<file path="config.mk">
export PLATFORM = sky130hd
export DESIGN_NAME = restart_seq_top
export DESIGN_NICKNAME = d
export VERILOG_FILES = /design/src/rtl/restart_seq_pkg.sv /design/src/rtl/restart_line_filter.sv /design/src/rtl/restart_src_capture.sv /design/src/rtl/restart_power_timer.sv /design/src/rtl/restart_seq_top.sv
export SDC_FILE = /design/constraint.sdc
export NUM_CORES = 1
export LEC_CHECK = 0
export BUFFER_PORTS_ARGS = -buffer_cell sky130_fd_sc_hd__clkbuf_2
export CAP_MARGIN = 20
export CORE_ASPECT_RATIO = 1.2
export CORE_MARGIN = 5
export CORE_UTILIZATION = 54
export CTS_CLUSTER_SIZE = 28
export DETAILED_ROUTE_END_ITERATION = 16
export GPL_ROUTABILITY_DRIVEN = 0
export PLACE_DENSITY = 0.87
export SKIP_CTS_REPAIR_TIMING = 1
export SYNTH_ARGS = -nofsm -noshare
export SYNTH_HDL_FRONTEND = slang
export SYNTH_SLANG_ARGS = --single-unit
export TNS_END_PERCENT = 30
</file>
<file path="constraint.sdc">
create_clock -name clk -period 1.8 [get_ports clk]
set_input_delay 0.09 -clock clk [delete_from_list [all_inputs] [get_ports clk]]
set_output_delay 0.09 -clock clk [all_outputs]
set_load 0.1 [all_outputs]
</file>
<file path="src/rtl/restart_seq_pkg.sv">
// Package: shared types and constants for the restart sequence generator.
// Assumes: 18-bit bus address space.
package restart_seq_pkg;
    localparam int ADDR_W = 18;
    localparam logic [ADDR_W-1:0] BOOT_ADDR = 18'o773000;

    typedef enum logic [2:0] {
        PH_IDLE = 3'd0,
        PH_AC   = 3'd1,
        PH_DC   = 3'd2,
        PH_WAIT = 3'd3,
        PH_ADDR = 3'd4
    } phase_t;
endpackage

</file>
<file path="src/rtl/restart_line_filter.sv">
// Module: hold-window qualifier for one restart line.
// Emits a single-cycle pulse once the line has been high on HOLD_CYC
// consecutive edges. Assumes the input is already synchronised.
module restart_line_filter #(
    parameter int HOLD_CYC = 450000
) (
    input  logic clk,
    input  logic rst_n,
    input  logic req_i,
    output logic qual_o
);
    localparam int CW = $clog2(HOLD_CYC + 1);

    logic [CW-1:0] cnt_q;

    // Count consecutive high samples, saturating at the hold length.
    always_ff @(posedge clk) begin
        if (!rst_n)                          cnt_q <= '0;
        else if (!req_i)                     cnt_q <= '0;
        else if (cnt_q != CW'(HOLD_CYC))     cnt_q <= cnt_q + 1'b1;
    end

    // Qualification pulse on the edge that completes the window.
    always_comb qual_o = req_i && (cnt_q == CW'(HOLD_CYC - 1));

    // a held line yields only one qualification pulse
    p_single_qual_r1: assert property (@(posedge clk) disable iff (!rst_n)
        qual_o |=> !qual_o);
endmodule

</file>
<file path="src/rtl/restart_src_capture.sv">
// Module: one-hot source selection flags with fixed priority.
// Lowest index wins among qualified lines and diagnostic load bits.
// Loads only when idle and empty; clears on request from the timer.
module restart_src_capture #(
    parameter int N = 4
) (
    input  logic         clk,
    input  logic         rst_n,
    input  logic [N-1:0] qual_i,
    input  logic         diag_load_i,
    input  logic [N-1:0] diag_val_i,
    input  logic         idle_i,
    input  logic         clr_i,
    output logic [N-1:0] sel_o
);
    logic [N-1:0] cand;
    logic [N-1:0] pick;

    // Merge candidates and keep only the lowest set bit.
    always_comb begin
        cand = qual_i | (diag_load_i ? diag_val_i : '0);
        pick = '0;
        for (int i = N - 1; i >= 0; i--) begin
            if (cand[i]) pick = N'(1) << i;
        end
    end

    // Select flags: clear on sequence end, load only when free.
    always_ff @(posedge clk) begin
        if (!rst_n)                             sel_o <= '0;
        else if (clr_i)                         sel_o <= '0;
        else if (idle_i && sel_o == '0)         sel_o <= pick;
    end

    // never more than one source selected
    p_sel_onehot_r2: assert property (@(posedge clk) disable iff (!rst_n)
        $onehot0(sel_o));
    // a held selection is not replaced by later requests
    p_sel_hold_r9: assert property (@(posedge clk) disable iff (!rst_n)
        (sel_o != '0 && !clr_i) |=> sel_o == $past(sel_o));
endmodule

</file>
<file path="src/rtl/restart_power_timer.sv">
// Module: phase sequencer for the emulated power-down/power-up.
// Phases: AC-low alone, AC+DC low, AC-low alone, then address drive
// until the falling edge of host INIT. Assumes each *_CYC >= 1.
module restart_power_timer
    import restart_seq_pkg::*;
#(
    parameter int AC_CYC   = 60000,
    parameter int DC_CYC   = 60000,
    parameter int WAIT_CYC = 80000
) (
    input  logic clk,
    input  logic rst_n,
    input  logic start_i,
    input  logic host_init_i,
    output logic ac_lo_n_o,
    output logic dc_lo_n_o,
    output logic blind_o,
    output logic addr_en_o,
    output logic idle_o,
    output logic clr_o
);
    localparam int MAX_AD = (AC_CYC > DC_CYC) ? AC_CYC : DC_CYC;
    localparam int MAX_T  = (MAX_AD > WAIT_CYC) ? MAX_AD : WAIT_CYC;
    localparam int TW     = $clog2(MAX_T + 1);

    phase_t        ph_q;
    logic [TW-1:0] cnt_q;
    logic          init_q;
    logic          init_fall;

    // Remember previous host INIT level for edge detection.
    always_ff @(posedge clk) begin
        if (!rst_n) init_q <= 1'b0;
        else        init_q <= host_init_i;
    end

    always_comb init_fall = init_q && !host_init_i;

    // Phase register and per-phase cycle counter.
    always_ff @(posedge clk) begin
        if (!rst_n) begin
            ph_q  <= PH_IDLE;
            cnt_q <= '0;
        end else begin
            case (ph_q)
                PH_IDLE: begin
                    cnt_q <= '0;
                    if (start_i) ph_q <= PH_AC;
                end
                PH_AC: begin
                    if (cnt_q == TW'(AC_CYC - 1)) begin
                        ph_q  <= PH_DC;
                        cnt_q <= '0;
                    end else cnt_q <= cnt_q + 1'b1;
                end
                PH_DC: begin
                    if (cnt_q == TW'(DC_CYC - 1)) begin
                        ph_q  <= PH_WAIT;
                        cnt_q <= '0;
                    end else cnt_q <= cnt_q + 1'b1;
                end
                PH_WAIT: begin
                    if (cnt_q == TW'(WAIT_CYC - 1)) begin
                        ph_q  <= PH_ADDR;
                        cnt_q <= '0;
                    end else cnt_q <= cnt_q + 1'b1;
                end
                PH_ADDR: begin
                    if (init_fall) ph_q <= PH_IDLE;
                end
                default: ph_q <= PH_IDLE;
            endcase
        end
    end

    // Output decode from the phase register.
    always_comb begin
        ac_lo_n_o = !(ph_q == PH_AC || ph_q == PH_DC || ph_q == PH_WAIT);
        dc_lo_n_o = (ph_q != PH_DC);
        blind_o   = (ph_q == PH_AC || ph_q == PH_DC);
        addr_en_o = (ph_q == PH_ADDR);
        idle_o    = (ph_q == PH_IDLE);
        clr_o     = (ph_q == PH_ADDR) && init_fall;
    end

    // DC-low only ever appears inside an AC-low window
    p_dc_in_ac_r5: assert property (@(posedge clk) disable iff (!rst_n)
        !dc_lo_n_o |-> !ac_lo_n_o);
    // address drive starts right after AC-low is released
    p_addr_after_ac_r6: assert property (@(posedge clk) disable iff (!rst_n)
        $rose(addr_en_o) |-> ($past(!ac_lo_n_o) && ac_lo_n_o));
endmodule

</file>
<file path="src/rtl/restart_seq_top.sv">
// Module: remote restart power-sequence generator, top level.
// Four qualified restart lines select a source; a selection drives the
// AC-low / DC-low sequence and then the fixed restart address.
// Assumes req_i is conditioned and synchronous to clk.
module restart_seq_top
    import restart_seq_pkg::*;
#(
    parameter int N_LINES  = 4,
    parameter int HOLD_CYC = 450000,
    parameter int AC_CYC   = 60000,
    parameter int DC_CYC   = 60000,
    parameter int WAIT_CYC = 80000
) (
    input  logic                clk,
    input  logic                rst_n,
    input  logic [N_LINES-1:0]  req_i,
    input  logic                host_init_i,
    input  logic                diag_load_i,
    input  logic [N_LINES-1:0]  diag_val_i,
    output logic                bus_ac_lo_n_o,
    output logic                bus_dc_lo_n_o,
    output logic                blind_o,
    output logic                boot_addr_en_o,
    output logic [ADDR_W-1:0]   boot_addr_o,
    output logic [N_LINES-1:0]  sel_o
);
    logic [N_LINES-1:0] qual;
    logic               idle;
    logic               clr;

    // One hold-window qualifier per restart line.
    for (genvar g = 0; g < N_LINES; g++) begin : g_line
        restart_line_filter #(.HOLD_CYC(HOLD_CYC)) u_filt (
            .clk    (clk),
            .rst_n  (rst_n),
            .req_i  (req_i[g]),
            .qual_o (qual[g])
        );
    end

    restart_src_capture #(.N(N_LINES)) u_cap (
        .clk         (clk),
        .rst_n       (rst_n),
        .qual_i      (qual),
        .diag_load_i (diag_load_i),
        .diag_val_i  (diag_val_i),
        .idle_i      (idle),
        .clr_i       (clr),
        .sel_o       (sel_o)
    );

    restart_power_timer #(
        .AC_CYC   (AC_CYC),
        .DC_CYC   (DC_CYC),
        .WAIT_CYC (WAIT_CYC)
    ) u_tmr (
        .clk         (clk),
        .rst_n       (rst_n),
        .start_i     (sel_o != '0),
        .host_init_i (host_init_i),
        .ac_lo_n_o   (bus_ac_lo_n_o),
        .dc_lo_n_o   (bus_dc_lo_n_o),
        .blind_o     (blind_o),
        .addr_en_o   (boot_addr_en_o),
        .idle_o      (idle),
        .clr_o       (clr)
    );

    // Restart address gated by the drive enable.
    always_comb boot_addr_o = boot_addr_en_o ? BOOT_ADDR : '0;

    // AC-low only starts from a held selection
    p_ac_needs_sel_r4: assert property (@(posedge clk) disable iff (!rst_n)
        $fell(bus_ac_lo_n_o) |-> $past(sel_o != '0));
    // blind covers every DC-low cycle
    p_blind_dc_r7: assert property (@(posedge clk) disable iff (!rst_n)
        !bus_dc_lo_n_o |-> blind_o);
    // no bus activity without a selection
    p_passive_r10: assert property (@(posedge clk) disable iff (!rst_n)
        (sel_o == '0) |-> (bus_ac_lo_n_o && bus_dc_lo_n_o && !boot_addr_en_o));
endmodule

</file>
# Yosys cells after proc, flatten, opt, wreduce, memory -nomap -nowiden
# Index checks and enable logic that the tools add are counted.
# Widths: inputs -> output; s select.
# word_totals
regBits,101
output_inout_bits,26
elab_cells,72
# classes
addsub,5
eq_ne,20
muxes,15
n_bitwise,2
n_reduce_logical,22
# op_table
operator,n
$add 19x1->19 const B,4
$eq 19x19->1 const B,4
$ne 19x19->1 const B,4
$pmux 17 s3,1
$mux 17,2
$mux 4,5
$mux 18,1
$add 17x1->17 const B,1
$eq 17x16->1 const B,1
$eq 17x17->1 const B,1
$mux 3,5
$pmux 3 s5,1
$ne 2x1->1 const B,5
$reduce_and 2->1,4
$logic_and 1x1->1,7
$eq 3x2->1 const B,2
$reduce_and 5->1,1
$logic_not 4->1,1
$or 4x4->4,1
$reduce_bool 4->1,1
$reduce_or 2->1,2
$eq 3x1->1 const B,1
$eq 3x3->1 const B,1
$logic_not 3->1,1
5 further kinds,7

# Longest topological paths before layout
# logic_depth
depth_word,7
mapped_depth,9
ltp_nobuf,7

# Cells and area by module
# From an unflattened synthesis, not the netlist that was laid out.
# unflattened
hier_cells,641
area_unflattened_um2,5315.1
# modules_own_cells
module,instances,cells_each,area_per_inst_um2,seq_area_each_um2
restart_line_filter,4,113,937.1,380.4
restart_power_timer,1,146,1199.9,420.4
restart_src_capture,1,23,220.2,80.1
restart_seq_top,1,20,146.4,0.0

# Least setup slack after synthesis
# OpenSTA, ideal clock, no wires.
# synth_timing
kind,register -> register
from,register u_tmr.ph_q[0]
to,register u_tmr.cnt_q[11]
setup_ps,74
t_arrival_ps,2818
setup_slack_ps,-1092
path_stages_with_launch,9
path_buffers,2
synth_period_minus_slack_ps,2892
cell_sequence,dfxtp_1 -> xnor2_1 -> nor2_1 -> o31ai_1 -> a21boi_2 -> buf_6 -> buf_2 -> a21oi_1 -> a31oi_1
# synth_via
elab_chain_cells,3
# synth_lines
element,line_no,rtl
"start, declared",restart_power_timer.sv:26,phase_t ph_q;
"start signal, assigned",restart_power_timer.sv:42,ph_q <= PH_IDLE;
"start signal, assigned",restart_power_timer.sv:48,if (start_i) ph_q <= PH_AC;
"start signal, assigned",restart_power_timer.sv:52,ph_q <= PH_DC;
$eq 3x2->1 or $eq 3x1->1 (tied branches),restart_power_timer.sv:45,case (ph_q)
$reduce_or 2->1 (no line),-,
$pmux 17 s3 or $reduce_bool 3->1 (tied branches),-,
"end signal, assigned",restart_power_timer.sv:54,end else cnt_q <= cnt_q + 1'b1;
"end signal, assigned",restart_power_timer.sv:60,end else cnt_q <= cnt_q + 1'b1;
"end signal, assigned",restart_power_timer.sv:66,end else cnt_q <= cnt_q + 1'b1;
"end, declared",restart_power_timer.sv:27,logic [TW-1:0] cnt_q;
# Parallel ways exist; a longest one is shown, timed or not.
# A chain may end at the register's enable or synchronous reset.

# Worst setup path in the final report
# layout_timing
from,register u_tmr.cnt_q[16]
to,register u_tmr.cnt_q[1]
# layout_via
elab_chain_cells,3
# layout_lines
element,line_no
$eq 17x17->1 or $eq 17x16->1 (tied branches),"restart_power_timer.sv:63, restart_power_timer.sv:51, restart_power_timer.sv:57"
"$mux 17, on equally long branches","restart_power_timer.sv:63, restart_power_timer.sv:51, restart_power_timer.sv:57"
$pmux 17 s3 *,restart_power_timer.sv:45
# Every way passes the cells marked *; elsewhere a longest branch is shown, timed or not.

==> impl_results.md <==
* Period utilisation layout at 114.0%
* Worst-path clk slew at 0.11 ns
* Async set-or-reset flop fraction in the synthesized netlist at 0%
* Crit path DAT at 2.33 ns
* Via count of the first global-routing pass at 4299
* Yosys top cell by area: dfxtp_1
* Minimum clock period at 2.052 ns
* Failing checks: setup timing
* Routed length per instance at 16.26 um
* Port Buf Inserts at 27
* Slew @ Worst Pin at 0.6793 ns
* Required time worst endpoint at 2.08 ns
* Highest Clock Rate at 487.2 MHz
* Pint at 3.718 mW
* DRT Pass-1 Iters at 8
* Synth Cell Area at 4907 um2
* Initial core utilization at 54.61%
* Post-Route Skew at 0.01392 ns
* Psw at 2.243 mW
* Final setup viols at 25
* CTS Buf Count at 9
* Area Overhead vs Synth at 27.97%
* CTS max path bufs at 2
* RSZ-0062 raised after global routing: yes
* Sink Count at 101
* Max cap viols at 0
* 1st-iter DRT viols at 250
* Sw Share at 37.63%
* Std cell rows at 38
* Flop pwr share at 39.7%
* Combinational share of power at 34.6%
* Slew Limit Fails at 0
* Largest net degree at the start of global routing at 21
* Crit-path max FO at 4
* Die width at 97.02 um
* Post-synth cell types at 56
* Post-synth top area share at 41.20%
* Hold Path Class: in -> reg
* Mapped Cells at 571
* Static Leak at 2.320 nW
* CP Launch Type: register
* Power Density at 949.3 nW/um2
* Mean Syn Cell Area at 8.594 um2
* Antenna-violating nets left at 0
* Top_reg_cell synth: dfxtp_1
* Ant diodes at 0
* Drt via density at 5.772
* GR Overflow Total at 0
* Die height at 114.4 um
* Max-slew headroom at 54.60%
* Finished Cell Area at 6280 um2
* CTS tree: built
* Vias at 4566
* Nets@finish at 687
* Clk Tree Root Cell: clkbuf_8
* Commonest cells after routing, fill and taps aside: dfxtp_1, nor2_1, buf_4, nand2_1, xor2_1
* Final setup margin at -0.2524 ns
* Register area share after synthesis at 41.20%
* Synthesis Warnings at 0
* Overall power at 5.961 mW
* Final Hold Fails at 0
* Share of cells above drive strength 1 at 26.38%
* Post-DP Area at 5717 um2
* Top cells by area, synth: dfxtp_1, nor2_1, xor2_1, xnor2_1, nand2_1
* Post-synth EDFFs at 0
* Ports at 38
* CP Capture Type: register
* Core footprint at 8986 um2
* HPWL after detailed placement at 7940 um
* Residual DRC at 0
* Status: finished, violations left
* Worst-Skew Late Latency at 0.38 ns
* Tot GR Track Use at 20.48%
* Dpl ws at -0.2811 ns
* Routed WL at 12860 um
* CTS H-Tree Depth at 3
* First-pass GRT wire length at 18890 um
* Die area at 11100 um2
* Clk pwr share at 25.6%
* Initial antenna violation count at 0
* Worst vdd ir at 0.5961 mV
* WS Path Type: reg -> reg
* Leading cell type in the layout, fill and taps excluded: dfxtp_1
* Yosys reg bits at 101
==> path summary, 6_finish.rpt <==
check	cells past startpoint	slack, ns	startpoint	end
hold reg to reg	2	0.50	g_line[0].u_filt.cnt_q[18]	g_line[0].u_filt.cnt_q[18]
setup / recovery	9	-0.25	u_tmr.cnt_q[16]	u_tmr.cnt_q[1]
hold / removal	3	0.04	diag_val_i[2]	u_cap.sel_o[2]
setup reg to reg	9	-0.25	u_tmr.cnt_q[16]	u_tmr.cnt_q[1]
==> power groups by stage <==
| stage | sequential (mW) | combinational, mW | clock (mW) |
|---|---|---|---|
| 6_report | 2.37 | 2.06 | 1.53 |
| 5_1_grt | 2.37 | 2.16 | 1.64 |
| 4_1_cts | 2.36 | 1.64 | 1.52 |
| 3_5_place_dp | 2.41 | 1.62 | 0 |
| 3_3_place_gp | 2.40 | 1.59 | 0 |
| 2_1_floorplan | 2.52 | 1.13 | 0 |
==> per-layer routing <==
layer | global-route usage, % | vias to the layer above | share of wire, %
li1 | - | 2156 | -
met1 | 22.54 | 2188 | 38
met2 | 37.85 | 158 | 52
met3 | 4.814 | 64 | 5.3
met4 | 8.427 | 0 | 4.5
met5 | 0 | - | 0
==> worst max-delay path: stages (launching register included) <==
cell and delay (ns):
dfxtp_2 0.34, buf_6 0.12, nor4b_4 0.26, nand4_1 0.22
o31ai_4 0.40, buf_4 0.19, nand2_4 0.06, buf_4 0.14
a22oi_2 0.15, nor2b_1 0.07
==> stage by stage <==
stage / hold slack, ns / cells / utilization, % / setup TNS, ns
after floorplan: 0.2117 / 580 / - / -1.460
after global placement: 0.3428 / 764 / 63.62 / -3.838
after detailed placement: 0.3355 / 764 / 63.62 / -4.633
after CTS: -0.06396 / 780 / 65.94 / -7.028
after global routing: 0.04980 / 791 / 69.88 / -6.441
final: 0.03779 / 791 / 69.88 / -3.906
==> synthesized netlist by cell type, types with 3 or more instances <==
| master | number |
|---|---|
| nor2b_1 | 5 |
| dfxtp_1 | 101 |
| clkbuf_1 | 7 |
| nor4_1 | 8 |
| and4_1 | 3 |
| a22o_1 | 3 |
| and3_1 | 12 |
| a22oi_1 | 3 |
| inv_1 | 16 |
| xnor2_1 | 28 |
| a41oi_1 | 4 |
| nand2_1 | 51 |
| nor3_1 | 9 |
| ha_1 | 9 |
| nand4_1 | 22 |
| a21oi_1 | 20 |
| xor2_1 | 36 |
| mux2i_1 | 6 |
| nand2b_1 | 9 |
| and2_1 | 6 |
| nand3_1 | 32 |
| buf_4 | 18 |
| nor3b_1 | 7 |
| nand4b_1 | 3 |
| o21ai_0 | 9 |
| a31oi_1 | 11 |
| or3_1 | 6 |
| nor2_1 | 90 |
==> final cells by class <==
class                      count  area [um2]
clock buffer                  10       137.6
multi-input combinational    437        2963
fill                         593        2706
inverter                      16       60.06
tap                          120       150.1
sequential                   101        2033
clock inverter                 6       71.32
timing repair buffer         101       864.6
==> cell families (layout without fill, tap and decap cells) <==
logic type / count (synthesis) / count (layout) / synth area share [%]
and+or+nand+nor: 282 / 282 / 29.81
AOI/OAI and AO/OA: 61 / 64 / 8.338
other: 1 / 10 / 0.07642
adders and majority gates: 9 / 9 / 2.295
DFF: 101 / 101 / 41.20
xor gates and xnor gates: 64 / 64 / 11.42
buffers and inverters: 45 / 133 / 5.176
muxes: 8 / 8 / 1.683
==> state kept, by name, summed over array words and instances (netlist names) <==
signal / flops
u_tmr.ph_q: 3
u_tmr.init_q: 1
g_line.u_filt.cnt_q: 76
u_tmr.cnt_q: 17
u_cap.sel_o: 4
(Power assumes the default switching activity.)
